### src/rtl/buck_gate_seq_pkg.sv
package buck_gate_seq_pkg;

    typedef enum logic [2:0] {
        ST_IDLE   = 3'd0,
        ST_HS     = 3'd1,
        ST_GAP_HL = 3'd2,
        ST_LS     = 3'd3,
        ST_GAP_LH = 3'd4,
        ST_FAULT  = 3'd5
    } gate_st_e;

endpackage

### src/rtl/pwm_period_timer.sv
module pwm_period_timer #(
    parameter int PERIOD_CYC = 333,
    parameter int CW         = $clog2(PERIOD_CYC)
) (
    input  logic          clk_i,
    input  logic          rst_i,
    output logic [CW-1:0] cnt_o,
    output logic          start_o
);
    localparam logic [CW-1:0] LAST_C = CW'(PERIOD_CYC - 1);

    logic [CW-1:0] cnt_d, cnt_q;

    always_comb begin
        if (cnt_q == LAST_C) cnt_d = '0;
        else                 cnt_d = cnt_q + CW'(1);
    end

    always_ff @(posedge clk_i) begin
        if (rst_i) cnt_q <= '0;
        else       cnt_q <= cnt_d;
    end

    assign cnt_o   = cnt_q;
    assign start_o = (cnt_q == '0);

    // the last count is always followed by count zero
    assert_wrap_R1: assert property (@(posedge clk_i) disable iff (rst_i)
        (cnt_q == LAST_C) |=> (cnt_q == '0));

endmodule

### src/rtl/pwm_gate_fsm.sv
module pwm_gate_fsm
    import buck_gate_seq_pkg::*;
#(
    parameter int PERIOD_CYC = 333,
    parameter int MAX_ON_CYC = 266,
    parameter int GAP_CYC    = 5,
    parameter int MIN_LS_CYC = 50,
    parameter int CW         = $clog2(PERIOD_CYC)
) (
    input  logic          clk_i,
    input  logic          rst_i,
    input  logic [CW-1:0] cnt_i,
    input  logic          en_i,
    input  logic          cmp_i,
    input  logic          fault_i,
    output logic          hs_on_o,
    output logic          ls_on_o,
    output logic          strobe_o
);
    localparam int TMAX = (GAP_CYC > MIN_LS_CYC) ? GAP_CYC : MIN_LS_CYC;
    localparam int TW   = $clog2(TMAX + 1);
    localparam logic [CW-1:0] MAX_ON_C = CW'(MAX_ON_CYC);
    localparam logic [CW-1:0] LS_END_C = CW'(PERIOD_CYC - GAP_CYC - 1);
    localparam logic [TW-1:0] GAP_LD   = TW'(GAP_CYC - 1);
    localparam logic [TW-1:0] MIN_LD   = TW'(MIN_LS_CYC - 1);

    typedef struct packed {
        gate_st_e      st;
        logic [TW-1:0] tmr;
        logic          strobe;
    } fsm_t;

    fsm_t r_d, r_q;

    always_comb begin
        r_d        = r_q;
        r_d.strobe = 1'b0;
        if (fault_i || r_q.st == ST_FAULT) begin
            r_d.st  = ST_FAULT;
            r_d.tmr = '0;
        end else if (!en_i) begin
            r_d.st  = ST_IDLE;
            r_d.tmr = '0;
        end else begin
            unique case (r_q.st)
                ST_IDLE, ST_GAP_LH: begin
                    if (cnt_i == '0) begin
                        if (cmp_i) begin
                            r_d.st  = ST_LS;
                            r_d.tmr = MIN_LD;
                        end else begin
                            r_d.st  = ST_HS;
                        end
                    end
                end
                ST_HS: begin
                    if (cmp_i || cnt_i == MAX_ON_C) begin
                        r_d.st  = ST_GAP_HL;
                        r_d.tmr = GAP_LD;
                    end
                end
                ST_GAP_HL: begin
                    if (r_q.tmr == '0) begin
                        r_d.st  = ST_LS;
                        r_d.tmr = MIN_LD;
                    end else begin
                        r_d.tmr = r_q.tmr - TW'(1);
                    end
                end
                ST_LS: begin
                    if (r_q.tmr != '0) begin
                        r_d.tmr = r_q.tmr - TW'(1);
                    end else if (cnt_i >= LS_END_C) begin
                        r_d.st     = ST_GAP_LH;
                        r_d.strobe = 1'b1;
                    end
                end
                default: r_d.st = ST_IDLE;
            endcase
        end
    end

    always_ff @(posedge clk_i) begin
        if (rst_i) begin
            r_q.st     <= ST_IDLE;
            r_q.tmr    <= '0;
            r_q.strobe <= 1'b0;
        end else begin
            r_q <= r_d;
        end
    end

    assign hs_on_o  = (r_q.st == ST_HS);
    assign ls_on_o  = (r_q.st == ST_LS);
    assign strobe_o = r_q.strobe;

    // Length of the current or just-ended low-side interval, for R6
    logic [CW-1:0] ls_len_q;
    always_ff @(posedge clk_i) begin
        if (rst_i)                    ls_len_q <= '0;
        else if (!ls_on_o)            ls_len_q <= '0;
        else if (ls_len_q != '1)      ls_len_q <= ls_len_q + CW'(1);
    end

    assert_hs_window_R3: assert property (@(posedge clk_i) disable iff (rst_i)
        hs_on_o |-> (cnt_i != '0 && cnt_i <= MAX_ON_C));

    assert_zero_duty_R4: assert property (@(posedge clk_i) disable iff (rst_i)
        ((r_q.st == ST_IDLE || r_q.st == ST_GAP_LH) && cnt_i == '0 && cmp_i
         && en_i && !fault_i) |=> (!hs_on_o && ls_on_o));

    assert_hs_after_gap_R5: assert property (@(posedge clk_i) disable iff (rst_i)
        $rose(hs_on_o) |-> (!$past(ls_on_o) && !$past(ls_on_o, 2)));

    assert_ls_after_gap_R5: assert property (@(posedge clk_i) disable iff (rst_i)
        $rose(ls_on_o) |-> (!$past(hs_on_o) && !$past(hs_on_o, 2)));

    assert_ls_min_R6: assert property (@(posedge clk_i) disable iff (rst_i)
        strobe_o |-> (ls_len_q >= CW'(MIN_LS_CYC)));

    assert_strobe_edge_R7: assert property (@(posedge clk_i) disable iff (rst_i)
        strobe_o |-> (!ls_on_o && $past(ls_on_o)));

endmodule

### src/rtl/buck_gate_seq.sv
module buck_gate_seq #(
    parameter int PERIOD_CYC   = 333,
    parameter int MAX_DUTY_PCT = 80,
    parameter int GAP_CYC      = 5,
    parameter int MIN_LS_CYC   = 50
) (
    input  logic clk_i,
    input  logic rst_i,
    input  logic en_i,
    input  logic cmp_trip_i,
    input  logic fault_off_i,
    output logic hs_gate_o,
    output logic ls_gate_o,
    output logic cycle_start_o,
    output logic sense_strobe_o
);
    localparam int CW         = $clog2(PERIOD_CYC);
    localparam int MAX_ON_CYC = PERIOD_CYC * MAX_DUTY_PCT / 100;

    logic [CW-1:0] cnt;
    logic          hs_on, ls_on, strobe;

    pwm_period_timer #(
        .PERIOD_CYC (PERIOD_CYC),
        .CW         (CW)
    ) timer_i (
        .clk_i   (clk_i),
        .rst_i   (rst_i),
        .cnt_o   (cnt),
        .start_o (cycle_start_o)
    );

    pwm_gate_fsm #(
        .PERIOD_CYC (PERIOD_CYC),
        .MAX_ON_CYC (MAX_ON_CYC),
        .GAP_CYC    (GAP_CYC),
        .MIN_LS_CYC (MIN_LS_CYC),
        .CW         (CW)
    ) fsm_i (
        .clk_i    (clk_i),
        .rst_i    (rst_i),
        .cnt_i    (cnt),
        .en_i     (en_i),
        .cmp_i    (cmp_trip_i),
        .fault_i  (fault_off_i),
        .hs_on_o  (hs_on),
        .ls_on_o  (ls_on),
        .strobe_o (strobe)
    );

    // Fault cuts both gates in the same cycle, ahead of the registered state
    assign hs_gate_o      = hs_on & ~fault_off_i;
    assign ls_gate_o      = ls_on & ~fault_off_i;
    assign sense_strobe_o = strobe;

    // the two gates never overlap
    assert_no_overlap_R5: assert property (@(posedge clk_i) disable iff (rst_i)
        !(hs_gate_o && ls_gate_o));

    // a fault seen in the last cycle keeps both gates off and no strobe
    assert_fault_hold_R8: assert property (@(posedge clk_i) disable iff (rst_i)
        $past(fault_off_i) |-> (!hs_gate_o && !ls_gate_o && !sense_strobe_o));

    // a disable seen in the last cycle parks both gates
    assert_disable_R9: assert property (@(posedge clk_i) disable iff (rst_i)
        !$past(en_i) |-> (!hs_gate_o && !ls_gate_o));

endmodule

### config.mk
export PLATFORM = sky130hd
export DESIGN_NAME = buck_gate_seq
export DESIGN_NICKNAME = d
export VERILOG_FILES = /design/src/rtl/buck_gate_seq_pkg.sv /design/src/rtl/pwm_period_timer.sv /design/src/rtl/pwm_gate_fsm.sv /design/src/rtl/buck_gate_seq.sv
export SDC_FILE = /design/constraint.sdc
export NUM_CORES = 1
export LEC_CHECK = 0
export CAP_MARGIN = 20
export CORE_UTILIZATION = 49
export CTS_CLUSTER_SIZE = 8
export DETAILED_ROUTE_END_ITERATION = 8
export PLACE_DENSITY_LB_ADDON = 0.25
export REMOVE_ABC_BUFFERS = 1
export SLEW_MARGIN = 5
export SYNTH_ARGS = -nofsm -noshare
export SYNTH_HDL_FRONTEND = slang
export SYNTH_SLANG_ARGS = --single-unit
### constraint.sdc
create_clock -name clk_i -period 3.6 [get_ports clk_i]
set_clock_uncertainty 0.05 [all_clocks]
set_input_delay 0.54 -clock clk_i [delete_from_list [all_inputs] [get_ports clk_i]]
set_output_delay 0.54 -clock clk_i [all_outputs]
set_load 0.03 [all_outputs]
==> results.toml, run 1 <==
[grt]
initial_antenna_violation_count = 0
first_global_vias = 1014
total_global_routing_track_utilization_pct = 22.07
grt_start_max_net_pins = 15
grt_overflow_total = 0
grt_pass1_wl_um = 4478

[floorplanning]
die_area_sq_um = 2712
die_height_um = 52.08
die_w_um = 52.08
io_pins = 9
initial_utilization_pct = 53.49
core.rowCount = 17
core_region_area_sq_um = 2297

[clock_tree]
cts_tree = "built"
cts_setup_buffers = 0
clock_tree.root_cell = "sky130_fd_sc_hd__clkbuf_4"
post_cts.resized_instances = 0
clock_latency_ns = 0.30
cts_buffer_depth = 2
holdBufCountCts = 0
cts.sink_count = 19
clock_pin_slew_of_the_registers_on_the_worst_case_setup_and_hold_paths_ns = 0.11
htree_levels = 1
cts-buffers-inserted = 3

[cells_and_area]
design.final.nets = 164
fraction_of_final_layout_cells_sized_beyond_drive_strength_1_pct = 9.091
syn_to_final_growth_pct = 8.656
post_layout_nonfiller_instances = 182
antennaDiodeCount = 0

[place]
place_congestion = 0.8725
port_buffers = 8
hpwlAfterDp_um = 1858
place_inst = 178

[pwr]
netSwitchingFraction_pct = 30.65
internal_power_uw = 303.6
p_clk_share_pct = 24.9
peakVddDrop_mv = 0.2707
static-leakage-power_uw = 0.0004958
power.share.sequential_pct = 52.9
power.density_nw_per_um2 = 327.9
comb_power_share_pct = 22.2
total_switching_power_uw = 134.2

[timing]
report.final.hold_viol_count = 0
fin_hold_ws_ns = 0.4308
final_max_slew_viol_count = 0
tightest_slew_ns = 0.5247
grt_setup_unrepaired = "false"
worst_slew_margin_rel_pct = 64.75
timing.final.setup_violations = 0
fin_crit_sh_pct = 79.15
timing.setup.tns_ns = 0
fmax_mhz = 351.0
finalCriticalPeriod_ns = 2.849

[setup_path]
startpoint = "fsm_i.r_q[8]$_SDFFE_PP0P_"
reg2reg_from = "timer_i.cnt_o[0]$_SDFF_PP0_"
critical-path-slowest-cell = "sky130_fd_sc_hd__clkdlybuf4s50_1"
timing.critical_path.from_type = "flop"
worstSetupPathType = "reg2out"
timing.critical_path.arrival_ns = 2.26
critical_path.max_fanout = 14
path_buf_inv = 2
timing.critical_path.required_ns = 3.01
end_kind = "output port"
largest_delay_share_family_worst_path = "buffers and inverters"
worst_path_largest_cell_delay_ns = 0.74
critical_path.cell_chain = "inv_1 > nor3_1 > clkdlybuf4s50_1"

[route]
remaining_drc_errors = 0
drt-wirelength-per-cell_um = 13.65
num_vias = 1109
detail_route.iter0.violations = 27
route.final.wire_length_um = 2484
post_dr_vias_cell = 6.093
ant_nets = 0
drtPass1Iterations = 4

[yosys]
gate_count_of_the_mapped_netlist = 148
async_reset_ff_share_pct = 0
synthesis.area_per_instance_sq_um = 8.302
synth-edff-count = 0
yosys_register_bits = 19
synth_seq_area_share_pct = 30.96
synthDistinctLibCells = 49
synth.cell_area_sq_um = 1229
postSynth.topFlopCell = "sky130_fd_sc_hd__dfxtp_1"
synthesis.yosys.warnings = 0

[worst_hold_path]
timing.hold.worst.start = "fsm_i.r_q[2]$_SDFFE_PP0P_"
min_path_type = "reg2reg"

[job]
cap_violations = 0

[outcome]
status = "completed"
tightest hold or removal path: stages (launching register included):
cell	delay (ns)
sky130_fd_sc_hd__dfxtp_1	0.34
sky130_fd_sc_hd__nand2_1	0.06
sky130_fd_sc_hd__a21oi_1	0.05
layout make-up:
type                       count  area, sq um
clock buffer                   3        22.52
clock inverter                 1        5.005
fill                         223        962.2
inverter                       7        26.28
multi-input combinational    116        785.8
sequential                    19        380.4
tap                           28        35.03
timing repair buffer           8        80.08
registers in the layout (all words and copies together), names as in the netlist:
signal and count:
fsm_i.strobe_o 1, timer_i.cnt_o 9, fsm_i.r_q 9
synthesized netlist by cell type (3+ instances only):
library cell               n  area share (%)
sky130_fd_sc_hd__nand3_1   4             1.6
sky130_fd_sc_hd__a211o_1   3             2.1
sky130_fd_sc_hd__xor2_1    6             4.3
sky130_fd_sc_hd__dfxtp_1  19              31
sky130_fd_sc_hd__ha_1      4             4.1
sky130_fd_sc_hd__a21oi_1  13             5.3
sky130_fd_sc_hd__o21ai_1   4             1.6
sky130_fd_sc_hd__nand2_1   9             2.7
sky130_fd_sc_hd__nor2_1   21             6.4
sky130_fd_sc_hd__nor3_1    5             2.0
sky130_fd_sc_hd__buf_4     3             1.8
sky130_fd_sc_hd__inv_1     7             2.1
power by group through the flow:
stage          clock (uW)  sequential, uW  combinational, uW
6_report              109             232               97.0
5_1_grt               124             234                107
4_1_cts               112             231               97.1
3_5_place_dp            0             236               96.3
3_3_place_gp            0             236               93.9
2_1_floorplan           0             232               71.6
routing by layer:
metal	track usage (%)	part of all wire [%]	vias to the layer above
met4	6.757	0.81	0
met5	0	0	-
met1	30.96	51	517
met3	5.848	5.8	4
li1	-	-	556
met2	32.48	42	32
stage by stage:
step | total power, uW | instance area (sq um) | worst slack, ns | util, %
2_1_floorplan | 303.7 | 1192 | 1.347 | -
3_3_place_gp | 329.9 | 1308 | 0.9461 | 56.92
3_5_place_dp | 332.4 | 1308 | 0.9138 | 56.92
4_1_cts | 439.9 | 1335 | 0.7626 | 58.12
5_1_grt | 464.5 | 1335 | 0.5997 | 58.12
6_report | 437.8 | 1335 | 0.7506 | 58.12
path summary, 6_finish.rpt:
kind	slack, ns	end	cells after the start
max	0.75	ls_gate_o	3
min	0.43	fsm_i.r_q[2]$_SDFFE_PP0P_	2
max reg2reg	1.48	fsm_i.r_q[4]$_SDFFE_PP0P_	7
min reg2reg	0.43	fsm_i.r_q[2]$_SDFFE_PP0P_	2
placed cells by master (no fill, tap or decap), types with 3 or more instances in the layout:
| master | instances |
|---|---|
| sky130_fd_sc_hd__xor2_1 | 6 |
| sky130_fd_sc_hd__nand3_1 | 4 |
| sky130_fd_sc_hd__dfxtp_1 | 19 |
| sky130_fd_sc_hd__nor2_1 | 21 |
| sky130_fd_sc_hd__nand2_1 | 9 |
| sky130_fd_sc_hd__o21ai_1 | 4 |
| sky130_fd_sc_hd__inv_1 | 7 |
| sky130_fd_sc_hd__clkdlybuf4s50_1 | 8 |
| sky130_fd_sc_hd__a211o_1 | 3 |
| sky130_fd_sc_hd__clkbuf_4 | 3 |
| sky130_fd_sc_hd__nor3_1 | 5 |
| sky130_fd_sc_hd__ha_1 | 4 |
| sky130_fd_sc_hd__a21oi_1 | 13 |
cell families (layout without fill, tap and decap cells):
group,Yosys count,in the layout,share of synthesized area (%)
DFF,19,19,30.96
buffers and inverters,13,19,5.092
adders and majority gates,4,4,4.073
AOI/OAI and AO/OA,40,40,23.42
and+or+nand+nor,65,65,31.47
xor gates and xnor gates,7,7,4.990
(Power assumes the default switching activity.)
==> inputs of run 2 (changes only) <==
clock period = 2.8 ns   (was 3.6 ns; I/O delays follow)
==> run 2 against run 1 <==
Sequential cell count unchanged; die area unchanged; non-clock buffer count up 3; routed wire length up 8.5%; final cell count up 1.6%; sequential share of layout area down 0.45 points; cell area up 1.6%; combinational power up 35%; worst hold slack worse by 0.0042 ns; sequential power up 28%; total power up 30%; clock power up 28%; critical path type unchanged; critical endpoint is now cycle_start_o.
==> results.toml, run 2 (synthesized netlist as in run 1, its figures left out) <==
[route]
route.final.wire_length_um = 2696
remaining_drc_errors = 0
ant_nets = 0
num_vias = 1125
detail_route.iter0.violations = 18
drt-wirelength-per-cell_um = 14.57
post_dr_vias_cell = 6.081
drtPass1Iterations = 4

[outcome]
status = "completed"

[timing]
tightest_slew_ns = 0.5092
finalCriticalPeriod_ns = 2.609
report.final.hold_viol_count = 0
timing.final.setup_violations = 0
timing.setup.tns_ns = 0
grt_setup_unrepaired = "false"
fmax_mhz = 383.3
worst_slew_margin_rel_pct = 65.79
fin_hold_ws_ns = 0.4266
fin_crit_sh_pct = 93.17
worst_slack_ns = 0.1912
final_max_slew_viol_count = 0

[clock_tree]
cts-buffers-inserted = 3
clock_pin_slew_of_the_registers_on_the_worst_case_setup_and_hold_paths_ns = 0.10
cts_setup_buffers = 0
clock_tree.root_cell = "sky130_fd_sc_hd__clkbuf_4"
htree_levels = 1
cts.sink_count = 19
cts_tree = "built"
holdBufCountCts = 0
clock_latency_ns = 0.30
post_cts.resized_instances = 0
cts_buffer_depth = 2

[cells_and_area]
fillers = 207
most-common-layout-cells = "21 x sky130_fd_sc_hd__nor2_1, 19 x sky130_fd_sc_hd__dfxtp_1, 13 x sky130_fd_sc_hd__a21oi_1"
seqCellArea_sq_um = 380.4
antennaDiodeCount = 0
post_layout_nonfiller_instances = 185
design.final.nets = 167
fraction_of_final_layout_cells_sized_beyond_drive_strength_1_pct = 10.19
multi_input_area_sq_um = 785.8
layout_commonest_cell = "sky130_fd_sc_hd__nor2_1"
syn_to_final_growth_pct = 10.39

[pwr]
peakVddDrop_mv = 0.2730
power.density_nw_per_um2 = 418.3
static-leakage-power_uw = 0.0005071

[setup_path]
worstSetupPathType = "reg2out"
critical_path.max_fanout = 7
timing.critical_path.arrival_ns = 2.14
timing.critical_path.from_type = "flop"
reg2reg_depth = 6
worst_path_largest_cell_delay_ns = 0.68
reg2reg_slack_ns = 0.65
startpoint = "timer_i.cnt_o[0]$_SDFF_PP0_"
end_kind = "output port"
reg2reg_from = "timer_i.cnt_o[1]$_SDFF_PP0_"
critical-path-slowest-cell = "sky130_fd_sc_hd__clkdlybuf4s50_1"
critical_path.cell_chain = "inv_1 > ha_1 > nor4b_4 > and2_1 > clkdlybuf4s50_1"
r2r-end = "fsm_i.r_q[4]$_SDFFE_PP0P_"
timing.critical_path.required_ns = 2.33

[floorplanning]
die_area_sq_um = 2712
initial_utilization_pct = 53.49
io_pins = 9
core.rowCount = 17
die_w_um = 52.08
core_region_area_sq_um = 2297
die_height_um = 52.08

[grt]
grt_overflow_total = 0
first_global_vias = 1055
total_global_routing_track_utilization_pct = 23.38
grt_start_max_net_pins = 14
grt_pass1_wl_um = 4740
initial_antenna_violation_count = 0

[place]
hpwlAfterDp_um = 1945
place_congestion = 0.8894
dp_worst_setup_slack_ns = 0.3003
place_inst = 181
port_buffers = 8

[worst_hold_path]
min_path_type = "reg2reg"
hold_depth = 2
hold_path_end = "fsm_i.r_q[2]$_SDFFE_PP0P_"
timing.hold.worst.start = "fsm_i.r_q[2]$_SDFFE_PP0P_"

[job]
cap_violations = 0
## run 2: how the worst max path moves through the flow
stage	end	slack [ns]	cells after the start
finish	cycle_start_o	0.19	5
global route	cycle_start_o	0.09	5
CTS	cycle_start_o	0.17	5
detailed placement	ls_gate_o	0.30	3
global placement	ls_gate_o	0.39	3
floorplan	fsm_i.r_q[9]$_SDFFE_PP0P_	0.55	5
## run 2: through the flow
step                      total power, uW  utilization (%)  instance area, sq um
final                               567.4            59.04                  1356
after global placement              428.6            57.90                  1330
after detailed placement            431.7            57.90                  1330
after CTS                           570.2            59.04                  1356
after global routing                598.6            59.04                  1356
after floorplan                     390.5                -                  1192
## run 2: report_power, final
group | internal (uW) | switching [uW] | leakage, uW
Sequential | 279 | 19.0 | 0.000154
Combinational | 60.7 | 69.8 | 0.000338
Clock | 55.5 | 83.1 | 0.0000150
Total | 395 | 172 | 0.000507
## run 2: routing by layer
metal	track usage, %	vias up	part of all wire, %
li1	-	556	-
met1	32.80	530	51
met2	35.90	33	43
met3	2.632	6	3.8
met4	9.459	0	1.2
met5	0	-	0
## run 2: area by class of cell
| class | count | area share [%] |
|---|---|---|
| tap | 28 | 2.583 |
| timing repair buffer | 11 | 7.565 |
| multi-input combinational | 116 | 57.93 |
| clock buffer | 4 | 1.937 |
| sequential | 19 | 28.04 |
| inverter | 7 | 1.937 |
## run 2: critical path, delay by kind of cell (launching register included)
kind	cells	cell delay, ns
adders and majority gates	1	0.15
DFF	1	0.39
buffers and inverters	2	0.79
and+or+nand+nor	2	0.52
